## config.mk

```make
export PLATFORM = sky130hd
export DESIGN_NAME = i2c_unstick_seq
export DESIGN_NICKNAME = d
export VERILOG_FILES = /design/src/rtl/i2c_unstick_pkg.sv /design/src/rtl/i2c_unstick_halftimer.sv /design/src/rtl/i2c_unstick_pulsecnt.sv /design/src/rtl/i2c_unstick_seq.sv
export SDC_FILE = /design/constraint.sdc
export NUM_CORES = 1
export LEC_CHECK = 0
export BUFFER_PORTS_ARGS = -buffer_cell sky130_fd_sc_hd__buf_2
export CAP_MARGIN = 30
export CORE_AREA = 4 4 54 61
export CTS_CLUSTER_SIZE = 30
export DETAILED_ROUTE_END_ITERATION = 6
export DIE_AREA = 0 0 58 65
export PLACE_DENSITY = 0.51
export SETUP_SLACK_MARGIN = 0.5
export SLEW_MARGIN = 20
export SYNTH_ARGS = -nofsm -noshare
export SYNTH_HDL_FRONTEND = slang
export SYNTH_SLANG_ARGS = --single-unit
```

## constraint.sdc

```tcl
create_clock -name clk -period 2.1 [get_ports clk]
set_input_delay 0.42 -clock clk [delete_from_list [all_inputs] [get_ports clk]]
set_output_delay 0.42 -clock clk [all_outputs]
set_load 0.02 [all_outputs]
```

## src/rtl/i2c_unstick_pkg.sv

```systemverilog
package i2c_unstick_pkg;

    typedef enum logic [2:0] {
        ST_IDLE,
        ST_CLK_LOW,
        ST_CLK_HIGH,
        ST_STP_PREP,
        ST_STP_SDA_LOW,
        ST_STP_SCL_UP,
        ST_STP_SDA_UP,
        ST_FINISH
    } unstick_state_e;

endpackage

```

## src/rtl/i2c_unstick_halftimer.sv

```systemverilog
// Half-period timer: counts enabled cycles, flags the last one and wraps.
module i2c_unstick_halftimer #(
    parameter int unsigned HALF_CYC = 250
) (
    input  logic clk,
    input  logic rst_n,
    input  logic en_i,
    output logic expired_o
);
    localparam int unsigned CW = (HALF_CYC < 2) ? 1 : $clog2(HALF_CYC);
    localparam logic [CW-1:0] LAST = CW'(HALF_CYC - 1);

    logic [CW-1:0] cnt_q;

    assign expired_o = en_i && (cnt_q == LAST);

    always_ff @(posedge clk or negedge rst_n) begin
        if (!rst_n) begin
            cnt_q <= '0;
        end else if (expired_o) begin
            cnt_q <= '0;
        end else if (en_i) begin
            cnt_q <= cnt_q + 1'b1;
        end
    end
endmodule

```

## src/rtl/i2c_unstick_pulsecnt.sv

```systemverilog
// Counts finished SCL pulses; flags when the current pulse is the final one.
module i2c_unstick_pulsecnt #(
    parameter int unsigned PULSES = 9
) (
    input  logic clk,
    input  logic rst_n,
    input  logic clr_i,
    input  logic inc_i,
    output logic last_o
);
    localparam int unsigned CW = $clog2(PULSES + 1);
    localparam logic [CW-1:0] FINAL = CW'(PULSES - 1);

    logic [CW-1:0] cnt_q;

    assign last_o = (cnt_q == FINAL);

    always_ff @(posedge clk or negedge rst_n) begin
        if (!rst_n) begin
            cnt_q <= '0;
        end else if (clr_i) begin
            cnt_q <= '0;
        end else if (inc_i) begin
            cnt_q <= cnt_q + 1'b1;
        end
    end
endmodule

```

## src/rtl/i2c_unstick_seq.sv

```systemverilog
// Bus recovery sequencer: manual SCL pulse train, optional early exit, STOP.
module i2c_unstick_seq
    import i2c_unstick_pkg::*;
#(
    parameter int unsigned HALF_CYC   = 250,
    parameter int unsigned PULSES     = 9,
    parameter bit          EARLY_EXIT = 1'b1
) (
    input  logic clk,
    input  logic rst_n,
    input  logic start_i,
    input  logic scl_i,
    input  logic sda_i,
    output logic scl_oe_o,
    output logic sda_oe_o,
    output logic busy_o,
    output logic done_o
);
    unstick_state_e state_q, state_d;

    logic half_en;
    logic half_done;
    logic last_pulse;
    logic bus_free;
    logic pulse_end;

    // Timer enable: fixed halves always count, high halves only while SCL is high.
    always_comb begin
        half_en = 1'b0;
        unique case (state_q)
            ST_CLK_LOW,
            ST_STP_PREP,
            ST_STP_SDA_LOW,
            ST_STP_SDA_UP:  half_en = 1'b1;
            ST_CLK_HIGH,
            ST_STP_SCL_UP:  half_en = scl_i;
            default:        half_en = 1'b0;
        endcase
    end

    i2c_unstick_halftimer #(
        .HALF_CYC (HALF_CYC)
    ) u_timer (
        .clk       (clk),
        .rst_n     (rst_n),
        .en_i      (half_en),
        .expired_o (half_done)
    );

    assign pulse_end = (state_q == ST_CLK_HIGH) && half_done;

    i2c_unstick_pulsecnt #(
        .PULSES (PULSES)
    ) u_pulses (
        .clk    (clk),
        .rst_n  (rst_n),
        .clr_i  (state_q == ST_IDLE),
        .inc_i  (pulse_end),
        .last_o (last_pulse)
    );

    generate
        if (EARLY_EXIT) begin : g_early
            assign bus_free = sda_i;
        end else begin : g_full
            assign bus_free = 1'b0;
        end
    endgenerate

    // Next-state logic
    always_comb begin
        state_d = state_q;
        unique case (state_q)
            ST_IDLE:        if (start_i)   state_d = ST_CLK_LOW;
            ST_CLK_LOW:     if (half_done) state_d = ST_CLK_HIGH;
            ST_CLK_HIGH: begin
                if (half_done) begin
                    state_d = (last_pulse || bus_free) ? ST_STP_PREP : ST_CLK_LOW;
                end
            end
            ST_STP_PREP:    if (half_done) state_d = ST_STP_SDA_LOW;
            ST_STP_SDA_LOW: if (half_done) state_d = ST_STP_SCL_UP;
            ST_STP_SCL_UP:  if (half_done) state_d = ST_STP_SDA_UP;
            ST_STP_SDA_UP:  if (half_done) state_d = ST_FINISH;
            ST_FINISH:                     state_d = ST_IDLE;
            default:                       state_d = ST_IDLE;
        endcase
    end

    // State register
    always_ff @(posedge clk or negedge rst_n) begin
        if (!rst_n) begin
            state_q <= ST_IDLE;
        end else begin
            state_q <= state_d;
        end
    end

    // Outputs decoded from the state
    always_comb begin
        scl_oe_o = 1'b0;
        sda_oe_o = 1'b0;
        unique case (state_q)
            ST_CLK_LOW,
            ST_STP_PREP:    scl_oe_o = 1'b1;
            ST_STP_SDA_LOW: begin
                scl_oe_o = 1'b1;
                sda_oe_o = 1'b1;
            end
            ST_STP_SCL_UP:  sda_oe_o = 1'b1;
            default: begin
                scl_oe_o = 1'b0;
                sda_oe_o = 1'b0;
            end
        endcase
        busy_o = (state_q != ST_IDLE);
        done_o = (state_q == ST_FINISH);
    end
endmodule

```

Word level (Yosys, flattened, before mapping)
Cells that the tools add are included.
- register bits: 15
- input port bits: 5
- output and inout bits: 4
- word-level logic and storage cells: 49
- add/sub/neg operators: 2
- equality and inequality tests: 16
- mux-type cells: 16
- reduce and logical (&&, ||, !) cells: 12
- operators by type and width (cell ; number):
    one-hot mux 3 bit (8 select lines) ; 1
    two-way mux 3 bit ; 7
    two-way mux 8 bit ; 2
    inequality test 2 bit (second input constant) ; 7
    equality test 3 bit (second input constant) ; 4
    adder 8 x 1 -> 8 bit (second input constant) ; 1
    equality test 8 bit (second input constant) ; 1
    two-way mux 4 bit ; 2
    AND reduction 7 bit ; 1
    equality test 3 x 2 -> 1 bit (second input constant) ; 2
    adder 4 x 1 -> 4 bit (second input constant) ; 1
    equality test 4 bit (second input constant) ; 1
    nonzero test 2 bit ; 2
    OR reduction 2 bit ; 2
    OR reduction 4 bit ; 1
    equality test 3 x 1 -> 1 bit (second input constant) ; 1
    logical NOT 3 bit ; 1
    nonzero test 3 bit ; 1
    OR reduction 3 bit ; 1
    logical AND 1 bit ; 2
    two-way mux 1 bit ; 2
    two-way mux 2 bit ; 1
    one-hot mux 1 bit (2 select lines) ; 1
    logical OR 1 bit ; 1

Logic depth before layout (Yosys ltp)
Gate-level depths: netlist (run 1).
- depth in word-level cells: 7
- depth in mapped cells: 6
- depth with buffers taken out: 6

By module
From an unflattened synthesis (run 1), not the netlist that was laid out.
- cells, all modules: 101
- area total of the unflattened synthesis: 922.1 µm²
- by module, submodules not included (module ; times used ; cells each ; area an instance (µm²) ; sequential area each (µm²)):
    i2c_unstick_halftimer ; 1 ; 44 ; 432.9 ; 200.2
    i2c_unstick_seq ; 1 ; 36 ; 269.0 ; 75.1
    i2c_unstick_pulsecnt ; 1 ; 21 ; 220.2 ; 100.1

Worst setup path before layout (run 1)
No wires, ideal clock.
- path type: register to output
- from: reg state_q[2]
- to: out busy_o
- arrival: 1.136 ns
- data required time: 1.680 ns
- setup slack: 0.544 ns
- cell stages (with the launch flop): 4
- buffers on the path: 1
- cell sequence: dfrtp_1 > clkbuf_1 > nor3_1 > inv_1
- cells in the longest elaborated chain, start to end: 1
- ends and longest elaborated chain (what ; RTL line ; source):
    start, declared ; i2c_unstick_seq.sv:19 ; unstick_state_e state_q, state_d;
    start signal, assigned ; i2c_unstick_seq.sv:95 ; state_q <= state_d;
    nonzero test 3 bit ; i2c_unstick_seq.sv:116 ; busy_o = (state_q != ST_IDLE);
    end, declared ; i2c_unstick_seq.sv:16 ; output logic busy_o,
Every way passes these cells.

Worst setup path after layout (run 1)
- from: reg state_q[1]
- to: out done_o
- cells in the longest elaborated chain, start to end: 1
- ends and longest elaborated chain (what ; RTL line ; source):
    equality test 3 bit ; i2c_unstick_seq.sv:117 ; done_o = (state_q == ST_FINISH);
    end, declared ; i2c_unstick_seq.sv:17 ; output logic done_o
Every way passes these cells.

==> results of run 1 <==
[per-stage QoR]
step | hold slack, ns | util | power, mW | cell area, sq um | cells
final | 0.0248 | 0.448 | 1.02 | 1210 | 154
after global placement | 0.355 | 0.356 | 0.767 | 962 | 136
after floorplan | 0.124 | - | 0.701 | 911 | 99
after CTS | 0.0350 | 0.398 | 0.984 | 1080 | 148
after global routing | 0.0403 | 0.448 | 1.11 | 1210 | 154
after detailed placement | 0.355 | 0.356 | 0.775 | 962 | 136
[what timing repair did]
item | CTS | global route
endpoints found under the setup margin | 6 | 12
gates cloned | 0 | 1
gates resized for setup | 11 | 23
buffers inserted | 8 | 5
pin swaps | 1 | 6
endpoints found under the hold margin | 0 | 0
[power by group]
part           leakage, nW  switching, mW  internal [mW]
clock               0.0177          0.102         0.0707
sequential           0.185          0.106          0.379
combinational        0.336          0.198          0.166
[registers in the layout (all words and copies together) (netlist names)]
register	cells
u_timer.cnt_q	8
u_pulses.cnt_q	4
state_q	3
[critical path, cell delays in order, from the launching register on]
cell,delay [ns]
dfrtp_2,0.45
buf_4,0.15
and3_4,0.18
buf_6,0.12
[logic make-up (layout without fill, tap and decap cells)]
family | Yosys count | after routing
and+or+nand+nor | 40 | 40
AOI/OAI and AO/OA | 22 | 23
DFF | 15 | 15
buffers and inverters | 12 | 33
adders and majority gates | 4 | 4
xor gates and xnor gates | 4 | 4
muxes | 2 | 2
[area by class of cell]
type,instances,area (sq um),share of cell area
Multi-Input combinational cell,73,559,0.462
Sequential cell,15,379,0.313
Timing Repair Buffer,22,178,0.147
Tap cell,33,41.3,0.0341
Inverter,7,26.3,0.0217
Clock buffer,3,22.5,0.0186
Clock inverter,1,5.00,0.00413
[Yosys cell counts, types with 3 or more instances]
cell | count | area, sq um
ha_1 | 4 | 50.1
nand2_1 | 8 | 30.0
a21oi_1 | 4 | 20.0
o21ai_0 | 4 | 20.0
xnor2_1 | 3 | 26.3
nand3_1 | 6 | 30.0
nor2_1 | 9 | 33.8
dfrtp_1 | 15 | 375
buf_4 | 3 | 22.5
a211oi_1 | 3 | 22.5
inv_1 | 7 | 26.3
[routing by layer]
metal	wire length (um)	up-vias	track usage
met5	0	-	0
met4	29	0	0.0609
met3	83	4	0.0239
met2	1100	24	0.195
met1	991	413	0.164
li1	-	403	-
[cell usage in the layout (no fill, tap or decap), types with 3 or more instances in the layout]
| master | synthesis | layout |
|---|---|---|
| nor2_1 | 9 | 8 |
| buf_4 | 3 | 13 |
| ha_1 | 4 | 4 |
| buf_2 | 0 | 4 |
| dfrtp_2 | 0 | 3 |
| xnor2_1 | 3 | 3 |
| nand3_1 | 6 | 6 |
| nand2_1 | 8 | 7 |
| buf_6 | 1 | 4 |
| dfrtp_1 | 15 | 12 |
| clkbuf_4 | 0 | 3 |
| inv_1 | 7 | 5 |
[worst min path at each step]
stage / startpoint / endpoint / slack (ns) / depth (start not counted)
floorplan: rst_n / state_q[0]$_DFFE_PN0P_ / 0.12 / 0
global placement: rst_n / u_timer.cnt_q[4]$_DFFE_PN0P_ / 0.35 / 1
detailed placement: rst_n / u_timer.cnt_q[4]$_DFFE_PN0P_ / 0.36 / 1
CTS: rst_n / u_timer.cnt_q[4]$_DFFE_PN0P_ / 0.03 / 1
global route: rst_n / state_q[0]$_DFFE_PN0P_ / 0.04 / 1
finish: rst_n / u_pulses.cnt_q[0]$_DFFE_PN0P_ / 0.02 / 1
==> metrics.cfg, run 1 <==
[synth]
synth-compound-area-share=0.168
yosysSeqAreaShare=0.412
ys.flop_type=dfrtp_1
syn_nets=108
synth-simple-area-share=0.235
synthAdderAreaFrac=0.0549
synth_top_family_by_area=simple AND/OR/NAND/NOR gates
syn_inst=99
postSynthAreaPerCell_sq_um=9.20
synth.mux.area_fraction=0.0220
ys_warn_count=0
synth_edf_count=0
yosys.area_share.xor_xnor=0.0385
synth_area_sq_um=911
ys_ff_latch=15
postSynth.asyncResetShare=1.00
synthDistinctLibCells=36

[cts]
cts_root_buf=clkbuf_4
clock_latency_ns=0.29
cts_max_level=1
postCtsHoldBufs=0
numCtsBuffers=3
path_clk_slew_ns=0.10
max-clock-path-buffers=2
cts.sinks=15
cts_tree=yes

[timing]
hold_viol=0
tightest_slew_ns=0.366
finClkSkew_ns=0.00690
slew_headroom=0.755
finalSetupViolations=0
layout_min_cycle_time_ns=1.62
slew_violations=0
fin_tns_setup_ns=0
fin_crit_sh=0.772
rsz0062_at_grt=yes
worst_slack_ns=0.479
clock.fmax_ghz=0.617

[layout]
area_growth_pct=33.0
fillers=272
drive_above_1_share=0.405
final_nets=131
num_antenna_cells=0

[die]
die_area_sq_mm=0.00377
num_rows=20
start_util=0.337
die_height_um=65
pin_count=9
core-area_sq_mm=0.00270
die_x_um=58

[global_routing]
grt_antenna_before_repair=0
grt_overflow=0
grt_pass1_vias=842
grt_usage=0.125
grt_start_max_net_pins=16
grt_pass1_wl_mm=3.68

[routing]
avgRoutedWirePerCell_um=14.3
drtAntennaViolNets=0
dr.pass1.iters=4
drcViolationCount=0
drt_iter0_markers=31
viasPerCell=5.48
drt_wl_total_mm=2.20
routed-via-count=844

[status]
outcome=finished, final reports clean

[placement]
buffer_ports.inserted=8
place_congestion=0.748
post-place-ws_ns=0.486
dp_hpwl_mm=1.38

[run]
drv_cap=0

[setup_path]
r2r_start=state_q[1]$_DFFE_PN0P_
r2r-end=u_timer.cnt_q[7]$_DFFE_PN0P_
path_class=reg2out
reg2reg_depth=6
rrSetupSlack_ns=0.51
cp-end-kind=output pin
setup.worst_path.end=done_o
worstPathMaxFanout=5
crit_path_start=state_q[1]$_DFFE_PN0P_
start_kind=register
critical_path_arrival_ns=1.20
critPathRequiredTime_ns=1.68

[power_and_ir_drop]
max-vdd-ir-drop_mv=0.418
p_per_area_mw_per_mm2=843
leakagePower_nw=0.538

[worst_hold_path]
hp-class=in2async

(Power assumes the default switching activity.)
==> run 2: changes to the inputs <==
==> constraint.sdc (replaced) <==
create_clock -name clk -period 1.5 [get_ports clk]
set_input_delay 0.3 -clock clk [delete_from_list [all_inputs] [get_ports clk]]
set_output_delay 0.3 -clock clk [all_outputs]
set_load 0.02 [all_outputs]
==> metrics.cfg, run 2 (synthesized netlist as in run 1, its figures left out) <==
[timing]
worst_slack_ns=-0.0428  ; -0.522 ns
finClkSkew_ns=0.00228  ; -0.00462 ns
rsz0062_at_grt=yes
layout_min_cycle_time_ns=1.54
clock.fmax_ghz=0.648
finalSetupViolations=7  ; +7
fin_tns_setup_ns=-0.161  ; -0.161 ns
slew_violations=0  ; unchanged
fin_crit_sh=1.03
hold_viol=0  ; unchanged
slew_headroom=0.747  ; -0.00832
tightest_slew_ns=0.380  ; +0.0137 ns

[status]
violations=setup timing
outcome=finished with violations

[run]
drv_cap=0  ; unchanged

[layout]
regMostFlops=u_timer.cnt_q
largest_reg_flops=8  ; unchanged
final_nets=148  ; +13%
mostFrequentLayoutCells=buf_6, buf_4, dfrtp_1
utilization=0.569  ; +0.121
layout_commonest_cell=buf_6
area_growth_pct=69.0
num_antenna_cells=0  ; unchanged
drive_above_1_share=0.609  ; +0.204
fin_area_sq_mm=0.00154  ; +27%
top_regs=u_timer.cnt_q: 8 flops, u_pulses.cnt_q: 4 flops, state_q: 3 flops

[global_routing]
grt_pass1_vias=938  ; +11%
grt_antenna_before_repair=0  ; unchanged
grt_overflow=0  ; unchanged
grt_usage=0.153  ; +0.0276
grt_pass1_wl_mm=4.38  ; +19%
grt_start_max_net_pins=16  ; unchanged

[die]
num_rows=20  ; unchanged
die_area_sq_mm=0.00377  ; unchanged
start_util=0.337  ; unchanged
core-area_sq_mm=0.00270  ; unchanged
die_height_um=65  ; unchanged
die_x_um=58  ; unchanged
pin_count=9  ; unchanged

[cts]
cts_max_level=1  ; unchanged
cts.sinks=15  ; unchanged
max-clock-path-buffers=2  ; unchanged
numCtsBuffers=3  ; unchanged
clock_latency_ns=0.29  ; about the same
path_clk_slew_ns=0.10  ; about the same
cts_tree=yes
cts_root_buf=clkbuf_4

[worst_hold_path]
hp-class=in2reg

[setup_path]
cp-end-kind=output pin
rrSetupSlack_ns=-0.03  ; -0.54 ns
path_class=reg2out
critical_path_arrival_ns=1.24  ; +0.04 ns
worstPathMaxFanout=5  ; unchanged
critPathRequiredTime_ns=1.20  ; -0.48 ns
start_kind=register

[routing]
avgRoutedWirePerCell_um=16.2  ; +13%
drt_iter0_markers=69  ; +120%
drt_wl_total_mm=2.76  ; +26%
viasPerCell=5.28  ; -3.6%
routed-via-count=903  ; +7.0%
drtAntennaViolNets=0  ; unchanged
drcViolationCount=0  ; unchanged
dr.pass1.iters=4  ; unchanged

[placement]
buffer_ports.inserted=8  ; unchanged
place_congestion=0.839  ; +12%
dp_hpwl_mm=1.63  ; +18%
dpl_cell_area_sq_mm=0.00111  ; +16%
post-place-ws_ns=0.00286  ; -0.483 ns

[power_and_ir_drop]
max-vdd-ir-drop_mv=0.682  ; +63%
p_per_area_mw_per_mm2=1200  ; +42%
leakagePower_nw=0.674  ; +25%

## run 2: cell types whose count changed in the layout (fill, tap and decap cells not counted), moves of 2 or more
cell and change:
a41oi_1 -2, nor3_2 -2, o31ai_4 +2, nand2_4 +2, ha_1 -2, inv_2 +2
a211oi_1 -2, inv_1 -2, a41oi_2 +2, nor3_4 +2, buf_4 +3, buf_6 +14
## run 2: final timing paths
check,cells past startpoint,from,to
worst max-delay path,4,state_q[0]$_DFFE_PN0P_,busy_o
worst min-delay path,5,sda_i,state_q[1]$_DFFE_PN0P_
worst max register to register,8,state_q[1]$_DFFE_PN0P_,u_timer.cnt_q[4]$_DFFE_PN0P_
worst min register to register,1,u_timer.cnt_q[5]$_DFFE_PN0P_,u_timer.cnt_q[5]$_DFFE_PN0P_
max in group asynchronous,2,rst_n,state_q[0]$_DFFE_PN0P_
min in group asynchronous,2,rst_n,u_timer.cnt_q[7]$_DFFE_PN0P_
## run 2: what timing repair did
| action | 4_1_cts | 5_1_grt |
|---|---|---|
| resized for setup | 44 | 18 |
| hold endpoints to repair | 15 | 0 |
| gates cloned | 0 | 1 |
| endpoints found under the setup margin | 19 | 19 |
| pin swaps | 13 | 5 |
| buffers inserted | 9 | 7 |
| hold buffers | 1 | 0 |
## run 2: layout make-up
cell class | count | area, sq um
sequential | 15 | 378
fill | 240 | 1160
timing repair buffer | 39 | 353
clock inverter | 1 | 5.00
inverter | 7 | 26.3
multi-input combinational | 73 | 713
tap | 33 | 41.3
clock buffer | 3 | 22.5
## run 2: power breakdown
part / switching [mW] / leakage (nW) / internal, mW
Sequential: 0.119 / 0.186 / 0.528
Clock: 0.151 / 0.0177 / 0.0992
Combinational: 0.476 / 0.470 / 0.473
Total: 0.746 / 0.674 / 1.10
## run 2: layer usage
metal	GRT usage	part of all wire	vias to the layer above
met1	0.194	0.42	441
li1	-	-	436
met3	0.0279	0.030	4
met5	0	0	-
met2	0.253	0.54	22
met4	0.0609	0.012	0
## run 2: per-stage QoR
stage | total power [mW] | hold slack [ns] | cells
floorplan | 1.03 | 0.00441 | 99
global placement | 1.23 | 0.230 | 149
detailed placement | 1.24 | 0.236 | 149
CTS | 1.70 | 0.382 | 163
global route | 1.98 | 0.414 | 171
finish | 1.85 | 0.390 | 171
## run 2: worst max-delay path: stages, from the launching register on
cell     delay [ns]
dfrtp_2        0.44
buf_6          0.14
nor3_4         0.20
inv_2          0.05
buf_6          0.12
==> run 3: changes to the inputs <==
--- a/config.mk
+++ b/config.mk
@@ -5,12 +5,13 @@
 export SDC_FILE = /design/constraint.sdc
 export NUM_CORES = 1
 export LEC_CHECK = 0
+export ABC_AREA = 1
 export BUFFER_PORTS_ARGS = -buffer_cell sky130_fd_sc_hd__buf_2
 export CAP_MARGIN = 30
-export CORE_AREA = 4 4 54 61
+export CORE_AREA = 4 4 59 66
 export CTS_CLUSTER_SIZE = 30
 export DETAILED_ROUTE_END_ITERATION = 6
-export DIE_AREA = 0 0 58 65
+export DIE_AREA = 0 0 63 70
 export PLACE_DENSITY = 0.51
 export SETUP_SLACK_MARGIN = 0.5
 export SLEW_MARGIN = 20
==> metrics.cfg, run 3 <==
[layout]
largest_reg_flops=8  ; unchanged
drive_above_1_share=0.491  ; -0.118
instances_no_fill=205  ; +20%
area_growth_pct=42.2
utilization=0.478  ; -0.0916
final_nets=179  ; +21%
layout_commonest_cell=nand2_1
regMostFlops=u_timer.cnt_q
fillers=325  ; +35%
num_antenna_cells=0  ; unchanged
top_regs=u_timer.cnt_q: 8 flops, u_pulses.cnt_q: 4 flops, state_q: 3 flops
mostFrequentLayoutCells=nand2_1, buf_4, inv_1
fin_area_sq_mm=0.00157  ; +1.7%

[synth]
yosysMostFrequentCell=nand2_1
synthAdderAreaFrac=0.0455  ; -0.00949
synthTopCellsByCount=nand2_1, nand3_1, inv_1
synth_edf_count=0  ; unchanged
ys.flop_type=dfrtp_1
postSynthAreaPerCell_sq_um=8.04  ; -13%
syn_inst=137  ; +38%
synth_top_family_by_area=simple AND/OR/NAND/NOR gates
syn_nets=146  ; +35%
yosysSeqAreaShare=0.341  ; -0.0712
yosys.area_share.xor_xnor=0.0318  ; -0.00664
synthTopCellsByArea=dfrtp_1, nand2_1, nand3_1
postSynth.asyncResetShare=1.00  ; unchanged
synth.mux.area_fraction=0  ; -0.0220
synth-simple-area-share=0.420  ; +0.186
synth-compound-area-share=0.0602  ; -0.107
ys_ff_latch=15  ; unchanged
synth_top_area_frac=0.341  ; -0.0712
ys_warn_count=0  ; unchanged
synth_top_area_cell=dfrtp_1
synthDistinctLibCells=29  ; -19%
synth_area_sq_mm=0.00110  ; +21%

[setup_path]
critPathRequiredTime_ns=1.20  ; about the same
reg2reg_depth=11  ; +3
path_class=reg2out
critical_path_arrival_ns=1.21  ; -0.03 ns
setup.worst_path.end=done_o
r2r_start=state_q[0]$_DFFE_PN0P_
r2r-end=u_timer.cnt_q[3]$_DFFE_PN0P_
start_kind=register
rrSetupSlack_ns=0.02  ; +0.05 ns
cp-end-kind=output pin
slowest_delay_ns=0.48  ; +0.04 ns
cp_common_cell=buf_4
crit_path_start=state_q[0]$_DFFE_PN0P_
critPathSlowestCell=dfrtp_2
worstPathMaxFanout=5  ; unchanged
cp_cell_sequence=buf_4, nand3_2, inv_2, buf_4

[cts]
cts_max_level=1  ; unchanged
cts_tree=yes
cts_root_buf=clkbuf_4
clock_latency_ns=0.28  ; about the same
cts.sinks=15  ; unchanged
path_clk_slew_ns=0.09  ; about the same
max-clock-path-buffers=2  ; unchanged
numCtsBuffers=3  ; unchanged

[power_and_ir_drop]
max-vdd-ir-drop_mv=1.02  ; +50%
leakagePower_nw=0.756  ; +12%
p_per_area_mw_per_mm2=2020  ; +68%

[timing]
finalSetupViolations=1  ; -6
slew_headroom=0.743  ; -0.00335
worst_slack_ns=-0.00791  ; +0.0349 ns
layout_min_cycle_time_ns=1.51  ; -0.0349 ns
tightest_slew_ns=0.385  ; +0.00502 ns
slew_violations=0  ; unchanged
hold_viol=0  ; unchanged
clock.fmax_ghz=0.663  ; +2.3%
finClkSkew_ns=0.00140  ; -0.000877 ns
rsz0062_at_grt=yes
fin_crit_sh=1.01  ; -0.0233

[status]
violations=setup timing
outcome=finished with violations

[routing]
drtAntennaViolNets=0  ; unchanged
viasPerCell=4.84  ; -8.3%
avgRoutedWirePerCell_um=12.7  ; -21%
routed-via-count=993  ; +10%
drt_wl_total_mm=2.60  ; -5.8%
dr.pass1.iters=4  ; unchanged
drcViolationCount=0  ; unchanged
drt_iter0_markers=46  ; -33%

[worst_hold_path]
hp-class=in2reg

[die]
num_rows=22  ; +10%
die_x_um=63  ; +8.6%
die_area_sq_mm=0.00441  ; +17%
pin_count=9  ; unchanged
start_util=0.336  ; -0.000903
die_height_um=70  ; +7.7%
core-area_sq_mm=0.00328  ; +21%

[global_routing]
grt_start_max_net_pins=16  ; unchanged
grt_pass1_vias=1029  ; +9.7%
grt_antenna_before_repair=0  ; unchanged
grt_pass1_wl_mm=4.59  ; +4.7%
grt_usage=0.129  ; -0.0241
grt_overflow=0  ; unchanged

[run]
drv_cap=0  ; unchanged

[placement]
dp.cells=184  ; +23%
dpl_cell_area_sq_mm=0.00123  ; +10%
dp_hpwl_mm=1.70  ; +4.3%
buffer_ports.inserted=8  ; unchanged
place_congestion=0.847  ; +0.98%

==> run 3: cell types whose count changed after synthesis, moves of 4 or more <==
cell and delta:
nand2_1 +20, nand3_1 +12, inv_1 +10, nand2_2 +6
nor2_4 +5, nand4_1 +4, nor2_1 -4
==> run 3: cell type report <==
| class | instances | area (sq um) | area share |
|---|---|---|---|
| clock buffers | 4 | 26.3 | 0.0168 |
| inverters | 21 | 86.3 | 0.0552 |
| multi-input cells | 98 | 747 | 0.477 |
| flip-flops and latches | 15 | 379 | 0.242 |
| well taps | 36 | 45.0 | 0.0288 |
| repair buffers | 31 | 282 | 0.180 |
==> run 3: routing by layer <==
layer / up-vias / GRT usage / part of all wire / wire length (um)
li1: 508 / - / - / -
met1: 471 / 0.149 / 0.43 / 1120
met2: 12 / 0.236 / 0.54 / 1400
met3: 2 / 0.0257 / 0.029 / 76
met4: 0 / 0.0368 / 0.0038 / 10
met5: - / 0 / 0 / 0
==> run 3: worst min-delay path by stage <==
stage | end | slack [ns] | start | cells past startpoint
global placement | u_timer.cnt_q[5]$_DFFE_PN0P_ | 0.25 | rst_n | 1
detailed placement | u_timer.cnt_q[5]$_DFFE_PN0P_ | 0.25 | rst_n | 1
floorplan | state_q[0]$_DFFE_PN0P_ | 0.004 | rst_n | 0
global route | state_q[2]$_DFFE_PN0P_ | 0.38 | start_i | 4
CTS | state_q[0]$_DFFE_PN0P_ | 0.36 | start_i | 4
finish | state_q[0]$_DFFE_PN0P_ | 0.37 | start_i | 4
==> run 3: critical path, delay by kind of cell (launching register included) <==
family | cells | cell delay, ns
DFF | 1 | 0.48
and+or+nand+nor | 1 | 0.10
buffers and inverters | 3 | 0.35
==> run 3: power breakdown <==
part           leakage (nW)  switching, mW  internal, mW  total, mW
combinational         0.551           1.15          1.04       2.19
clock                0.0150          0.137         0.103      0.240
sequential            0.190          0.186         0.547      0.732
total                 0.756           1.47          1.69       3.16
==> run 3: repair_timing <==
| item | in CTS | in global routing |
|---|---|---|
| setup endpoints to repair | 19 | 19 |
| cloned | 0 | 1 |
| pin swaps | 9 | 8 |
| gates resized for setup | 27 | 16 |
| buffers inserted | 11 | 4 |
| hold endpoints to repair | 15 | 0 |
| hold buffers | 1 | 0 |
==> run 3: logic make-up (layout without fill, tap and decap cells) <==
logic type / Yosys count / after routing
fa+ha+maj: 4 / 4
xor+xnor: 4 / 4
buf+inv: 24 / 56
simple gates: 80 / 80
flops: 15 / 15
compound gates: 10 / 10
==> run 3: per-stage QoR <==
stage | TNS [ns] | power (mW) | hold slack (ns) | setup WS [ns]
6_report | -0.00791 | 3.16 | 0.370 | -0.00791
5_1_grt | -0.236 | 3.40 | 0.378 | -0.0794
4_1_cts | 0 | 2.85 | 0.356 | 0.0179
3_5_place_dp | 0 | 2.14 | 0.251 | 0.0843
3_3_place_gp | 0 | 2.12 | 0.251 | 0.0907
2_1_floorplan | 0 | 1.81 | 0.00441 | 0.224
